### src/rtl/sar_pkg.sv
package sar_pkg;
  function automatic int unsigned div_exp(input int unsigned code);
    return (code == 0) ? 1 : code;
  endfunction
endpackage

### src/rtl/sar_clk_div.sv
module sar_clk_div #(
  parameter int PSC_W = 3
) (
  input  logic             clk,
  input  logic             rst,
  input  logic             run,
  input  logic [PSC_W-1:0] psc_sel,
  output logic             tick
);
  import sar_pkg::*;
  localparam int CNT_W = (1 << PSC_W) - 1;

  logic [CNT_W-1:0] cnt_q;
  logic [CNT_W-1:0] mask;

  always_comb begin
    mask = '0;
    for (int i = 0; i < CNT_W; i++) begin
      if (i < int'(div_exp(int'(psc_sel)))) mask[i] = 1'b1;
    end
  end

  always_ff @(posedge clk) begin
    if (rst || !run) cnt_q <= '0;
    else             cnt_q <= cnt_q + 1'b1;
  end

  assign tick = run && ((cnt_q & mask) == mask);
endmodule

### src/rtl/sar_trig_edge.sv
module sar_trig_edge #(
  parameter int TRIG_N = 8,
  localparam int TSEL_W = $clog2(TRIG_N)
) (
  input  logic              clk,
  input  logic              rst,
  input  logic [TRIG_N-1:0] src,
  input  logic [TSEL_W-1:0] sel,
  output logic              rise
);
  logic pick_q, prev_q;

  always_ff @(posedge clk) begin
    if (rst) begin
      pick_q <= 1'b0;
      prev_q <= 1'b0;
    end else begin
      pick_q <= src[sel];
      prev_q <= pick_q;
    end
  end

  assign rise = pick_q & ~prev_q;
endmodule

### src/rtl/sar_approx.sv
module sar_approx #(
  parameter int RES_W = 10,
  localparam int IDX_W = $clog2(RES_W)
) (
  input  logic             clk,
  input  logic             rst,
  input  logic             en,
  input  logic             start,
  input  logic             tick,
  input  logic             cmp,
  output logic             busy,
  output logic             done,
  output logic [RES_W-1:0] trial,
  output logic [RES_W-1:0] result
);
  logic [IDX_W-1:0] idx_q;
  logic [RES_W-1:0] bit_m, kept, nxt;

  always_comb begin
    bit_m = '0;
    bit_m[idx_q] = 1'b1;
    kept  = cmp ? trial : (trial & ~bit_m);
    nxt   = kept | (bit_m >> 1);
  end

  assign done = en && busy && tick && (idx_q == '0);

  always_ff @(posedge clk) begin
    if (rst) begin
      busy   <= 1'b0;
      idx_q  <= '0;
      trial  <= '0;
      result <= '0;
    end else if (!en) begin
      busy  <= 1'b0;
      trial <= '0;
    end else if (start && !busy) begin
      busy  <= 1'b1;
      idx_q <= IDX_W'(RES_W - 1);
      trial <= RES_W'(1) << (RES_W - 1);
    end else if (busy && tick) begin
      if (idx_q == '0) begin
        busy   <= 1'b0;
        result <= kept;
        trial  <= kept;
      end else begin
        idx_q <= idx_q - 1'b1;
        trial <= nxt;
      end
    end
  end
endmodule

### src/rtl/sar_conv_ctrl.sv
module sar_conv_ctrl #(
  parameter int RES_W  = 10,
  parameter int CHAN_W = 5,
  parameter int REF_W  = 2,
  parameter int PSC_W  = 3,
  parameter int TRIG_N = 8,
  localparam int TSEL_W = $clog2(TRIG_N)
) (
  input  logic              clk,
  input  logic              rst,
  input  logic              en_i,
  input  logic              start_wr_i,
  input  logic              auto_en_i,
  input  logic [TSEL_W-1:0] trig_sel_i,
  input  logic [TRIG_N-1:0] trig_src_i,
  input  logic [PSC_W-1:0]  psc_sel_i,
  input  logic [CHAN_W-1:0] chan_sel_i,
  input  logic [REF_W-1:0]  ref_sel_i,
  input  logic              irq_en_i,
  input  logic              flag_clr_i,
  input  logic              cmp_i,
  output logic [RES_W-1:0]  dac_code_o,
  output logic              busy_o,
  output logic [RES_W-1:0]  result_o,
  output logic              flag_o,
  output logic              irq_o,
  output logic [CHAN_W-1:0] chan_o,
  output logic [REF_W-1:0]  ref_o
);
  logic tick, trig_rise, start_req, done, flag_nxt;

  sar_clk_div #(.PSC_W(PSC_W)) u_div (
    .clk(clk), .rst(rst), .run(en_i), .psc_sel(psc_sel_i), .tick(tick)
  );

  sar_trig_edge #(.TRIG_N(TRIG_N)) u_trig (
    .clk(clk), .rst(rst), .src(trig_src_i), .sel(trig_sel_i), .rise(trig_rise)
  );

  assign start_req = en_i && !busy_o && (start_wr_i || (auto_en_i && trig_rise));

  sar_approx #(.RES_W(RES_W)) u_sar (
    .clk(clk), .rst(rst), .en(en_i), .start(start_req), .tick(tick),
    .cmp(cmp_i), .busy(busy_o), .done(done), .trial(dac_code_o),
    .result(result_o)
  );

  always_comb begin
    if (done)            flag_nxt = 1'b1;
    else if (flag_clr_i) flag_nxt = 1'b0;
    else                 flag_nxt = flag_o;
  end

  always_ff @(posedge clk) begin
    if (rst) begin
      flag_o <= 1'b0;
      irq_o  <= 1'b0;
      chan_o <= '0;
      ref_o  <= '0;
    end else begin
      flag_o <= flag_nxt;
      irq_o  <= flag_nxt & irq_en_i;
      if (en_i && !busy_o) begin
        chan_o <= chan_sel_i;
        ref_o  <= ref_sel_i;
      end
    end
  end
endmodule

### config.mk
export PLATFORM = sky130hd
export DESIGN_NAME = sar_conv_ctrl
export DESIGN_NICKNAME = d
export VERILOG_FILES = /design/src/rtl/sar_pkg.sv /design/src/rtl/sar_clk_div.sv /design/src/rtl/sar_trig_edge.sv /design/src/rtl/sar_approx.sv /design/src/rtl/sar_conv_ctrl.sv
export SDC_FILE = /design/constraint.sdc
export NUM_CORES = 1
export LEC_CHECK = 0
export ABC_CLOCK_PERIOD_IN_PS = 1920
export BUFFER_PORTS_ARGS = -buffer_cell sky130_fd_sc_hd__buf_4
export CAP_MARGIN = 40
export CORE_MARGIN = 2
export CORE_UTILIZATION = 40
export CTS_BUF_LIST = sky130_fd_sc_hd__clkbuf_8
export DETAILED_ROUTE_END_ITERATION = 6
export GPL_TIMING_DRIVEN = 0
export PLACE_DENSITY = 0.66
export REMOVE_ABC_BUFFERS = 1
export SYNTH_ARGS = -nofsm -noshare
export SYNTH_HDL_FRONTEND = slang
export SYNTH_SLANG_ARGS = --single-unit
export TNS_END_PERCENT = 20
### constraint.sdc
create_clock -name clk -period 1.92 [get_ports clk]
set_clock_uncertainty 0.05 [all_clocks]
set_input_delay 0.384 -clock clk [delete_from_list [all_inputs] [get_ports clk]]
set_output_delay 0.384 -clock clk [all_outputs]
set_load 0.01 [all_outputs]
* Word-level counts from Yosys, hierarchy flattened
Cells that the tools add are included.
** Word-level totals
- Input bits :: 29
- Bits in registers :: 43
- Output and inout port bits :: 30
** Cells by class
- Bitwise gates (word level) :: 9
- Mux-type cells :: 24
- Reductions and logical operators :: 23
- Order comparisons :: 10
- Equality and inequality tests :: 2
- $add $sub $neg :: 2
** Operator list (number)
- $lt 4x32->1 const A :: 3
- $lt 3x32->1 const A :: 2
- $mux 10 :: 4
- $lt 1x32->1 const A :: 1
- $lt 2x32->1 const A :: 1
- $mux 1 :: 14
- $mux 4 :: 3
- $and 10x10->10 :: 1
- $logic_and 1x1->1 :: 10
- $not 10->10 :: 1
- $or 10x9->10 :: 1
- $add 7x1->7 const B :: 1
- $and 7x7->7 :: 1
- $eq 7x7->1 :: 1
- $lt 4x5->1 const B :: 1
- $demux 1 s4 :: 1
- $ge 4x1->1 const B :: 1
- $logic_not 4->1 :: 1
- $lt 3x4->1 const B :: 1
- $reduce_and 4->1 :: 1
- $reduce_bool 2->1 :: 2
- $sub 4x1->4 const B :: 1
- $bmux 1 s3 :: 1
- $logic_not 3->1 :: 1
- other kinds (10) :: 15

* Logic depth before layout (Yosys ltp)
- Word-level depth :: 11
- Depth in mapped cells :: 8
- Depth with buffers taken out :: 7

* By module
A second synthesis with hierarchy kept.
** Second synthesis, totals
- Cells, all modules :: 230
- Area total of the unflattened synthesis :: 2148.3 um^2
** Modules (own cells, without submodules)
- sar_approx :: area each 1293.7 um^2, cells each 143, times used 1
- sar_conv_ctrl :: area each 397.9 um^2, cells each 39, times used 1
- sar_clk_div :: area each 330.3 um^2, cells each 36, times used 1
- sar_trig_edge :: area each 126.4 um^2, cells each 12, times used 1

* Worst setup path after synthesis
No wires, ideal clock.
- Path type :: register to register
- From :: reg u_sar.idx_q[0]
- To :: reg u_sar.idx_q[3]
- Stages on the path, launching flop included :: 8
- Setup slack :: 66 ps
- Arrival :: 1712 ps
- Library setup time :: 92 ps
- Cell sequence :: dfxtp_1 > inv_1 > ha_1 > or4b_1 > o211ai_2 > nor3b_2 > and4_4 > nor4_1
** On the way
- Longest elaborated chain between the ends :: 4
- Elaborated cells on any way between the ends :: 7
** RTL lines
- start: declaration :: line sar_approx.sv:16 : logic [IDX_W-1:0] idx_q;
- start signal: assignment :: line sar_approx.sv:39 : idx_q <= IDX_W'(RES_W - 1);
- start signal: assignment :: line sar_approx.sv:47 : idx_q <= idx_q - 1'b1;
- $sub 4x1->4 :: line sar_approx.sv:47
- $mux 4 :: line sar_approx.sv:42 : if (idx_q == '0) begin
- $mux 4 :: line sar_approx.sv:41 : end else if (busy && tick) begin
- $mux 4 :: line sar_approx.sv:37 : end else if (start && !busy) begin
Parallel ways exist; a longest one is shown, timed or not. The select of a mux whose other input is x is not followed.
A chain may end at the register's enable or synchronous reset.

* Worst setup path after layout
- From :: reg u_sar.idx_q[0]
- To :: reg u_sar.idx_q[2]
Same word-level chain as after synthesis.

==> impl_metrics.json <==
{
  "synth-async-reset-ratio": 0,
  "ios": 59,
  "drive_gt1_frac": 0.356,
  "drv_slew": 0,
  "core_mm2": 0.00514,
  "slowest_stage": "or4b_4",
  "period_needed_ns": 1.86,
  "insertion_delay_ns": 0.30,
  "drt_iter0_drc": 105,
  "rows": 26,
  "cp.arrival_ns": 2.04,
  "die_w_um": 77.1,
  "critPathKind": "reg -> reg",
  "vias": 1933,
  "synth_edf_count": 0,
  "timing_worst_slew_pin_value_ns": 0.459,
  "worst_path_largest_cell_delay_ns": 0.47,
  "synth_cell_type_count": 48,
  "ir_worst_vdd_v": 0.000427,
  "drtAntennaViolNets": 0,
  "startpoint_type": "register",
  "gp_congestion": 0.748,
  "grt.overflow.total": 0,
  "nNetsFinal": 329,
  "cts_buffers": 5,
  "path_cells": "inv_4 -> ha_4 -> or4b_4 -> o211ai_4 -> nor3b_4 -> buf_4 -> nand3_1 -> mux2i_1",
  "final_common_cell": "buf_4",
  "cts.sinks": 43,
  "crit_path_end_kind": "register",
  "worstPathMaxFanout": 6,
  "clockBufferDepth": 2,
  "multi_input_area_mm2": 0.00126,
  "initial_utilization": 0.416,
  "first_global_vias": 1791,
  "report.power.total_w": 0.00188,
  "clockRootBuffer": "clkbuf_8",
  "n_antenna_cell": 0,
  "synth.avg_cell_area_um2": 9.17,
  "dieHeight_um": 77.1,
  "grt_pass1_wl_um": 8340,
  "drc": 0,
  "wl_um": 5100,
  "final_cell_mix": "buf_4, dfxtp_1, nor2_1",
  "syn_to_final_growth_pct": 35.0,
  "cts_tree": "built",
  "placed_area_mm2": 0.00260,
  "final_area_mm2": 0.00288,
  "antenna_found_initial": 0,
  "synth_top_flop_cell": "dfxtp_1",
  "cellPowerDensity_mw_per_mm2": 654,
  "cp.required_ns": 2.09,
  "grt_util_all_layers": 0.173,
  "clk_pin_slew_ns": 0.08,
  "cts_hold_buf": 0,
  "fmax_mhz": 537,
  "hold_violations": 0,
  "port-buffer-count": 58,
  "max_slew_margin": 0.692,
  "synth_warnings": 0,
  "dp_hpwl_um": 3340,
  "holdWs_ns": 0.274,
  "viasPerCell": 5.30,
  "run_status": "completed",
  "worst_hold_path_type": "in -> reg",
  "synth_seq_cells": 43,
  "cts.htree.levels": 2,
  "final_core_util": 0.561,
  "fin_crit_sh": 0.970,
  "fillers": 506,
  "dieArea_mm2": 0.00594,
  "cellLeakagePower_nw": 1.21,
  "max_cap_violations": 0,
  "finalSetupViolCount": 0,
  "wire_per_inst_um": 14.0,
  "synth.cell_area_mm2": 0.00214,
  "regArea_um2": 872,
  "dr.pass1.iters": 4,
  "grt_max_degree": 38,
  "place_inst": 348,
  "ys_seq_area_frac": 0.403,
  "fin_cells": 365,
  "netlist_instances": 233
}
per-stage QoR:
| stage | setup slack [ns] | TNS, ns |
|---|---|---|
| CTS | -0.0218 | -0.0218 |
| global route | -0.0210 | -0.0238 |
| finish | 0.0578 | 0 |
| detailed placement | -0.892 | -10.50 |
| floorplan | -0.608 | -5.49 |
| global placement | -1.50 | -22.01 |
kinds of logic (layout without fill, tap and decap cells):
family          count (synthesis)  count (layout)  synth area share
mux                            20              20             0.115
fa+ha+maj                       6               6            0.0351
xor+xnor                        5               5            0.0205
flops                          43              43             0.403
simple gates                  100             100             0.258
buf+inv                        22              84            0.0451
compound gates                 37              37             0.123
report_power, final:
group	internal [W]	switching [W]	total, W
Clock	0.000421	0.000311	0.000732
Sequential	0.000908	0.0000191	0.000927
Combinational	0.000118	0.000108	0.000226
Total	0.00145	0.000437	0.00188
registers in the layout (all words and copies together), names as in the netlist:
name	flops
chan_o	5
flag_o	1
irq_o	1
ref_o	2
u_div.cnt_q	7
u_sar.busy	1
u_sar.idx_q	4
u_sar.result	10
u_sar.trial	10
u_trig.pick_q	1
u_trig.prev_q	1
area by class of cell:
type                            instances  area share
Sequential cell                        43       0.302
Clock buffer                            6      0.0286
Multi-Input combinational cell        168       0.436
Tap cell                               70      0.0304
Timing Repair Buffer                   69       0.180
Clock inverter                          2      0.0121
Inverter                                7      0.0108
critical path: cells and delay by family (launching register included):
family | cells | cell delay, ns
buf+inv | 2 | 0.21
mux | 1 | 0.18
fa+ha+maj | 1 | 0.12
simple gates | 3 | 0.64
flops | 1 | 0.38
compound gates | 1 | 0.21
path summary, 6_finish.rpt:
| kind | start | endpoint | slack (ns) | cells after the start |
|---|---|---|---|---|
| worst max-delay path | u_sar.idx_q[0] | u_sar.idx_q[2] | 0.06 | 8 |
| worst min-delay path | ref_sel_i[0] | ref_o[0] | 0.27 | 3 |
| worst max register to register | u_sar.idx_q[0] | u_sar.idx_q[2] | 0.06 | 8 |
| worst min register to register | u_trig.pick_q | u_trig.prev_q | 0.41 | 1 |
per-layer routing:
layer,GRT usage,wire [um],part of all wire
met4,0.0589,78,0.015
met3,0.0447,344,0.067
met2,0.295,2480,0.49
met5,0,0,0
met1,0.213,2200,0.43
synth_stat cells (all sizes together) (3+ instances only):
cell     n  area share
ha       6       0.035
clkbuf   8       0.014
nor2b    9       0.026
mux2     5       0.033
nand4    4       0.012
and2     3      0.0088
nand3   10       0.023
nor4     5       0.015
nor3     5       0.012
or3      3      0.0088
o22ai    3      0.0088
o31ai    3       0.011
nand2   13       0.023
nor2    24       0.043
nand2b   9       0.026
inv      7       0.012
dfxtp   43        0.40
buf      7       0.019
a21boi   3       0.011
a32o     4       0.019
a21oi    7       0.016
mux2i   13       0.061
o21ai    7       0.018
xor2     4       0.016
nand3b   7       0.025
what timing repair did:
item / CTS / global route
pin swaps: 4 / 5
resized for setup: 13 / 13
buffers inserted: 6 / 3
setup endpoints to repair: 20 / 6
No activity file was read; power rests on OpenSTA's default activity.
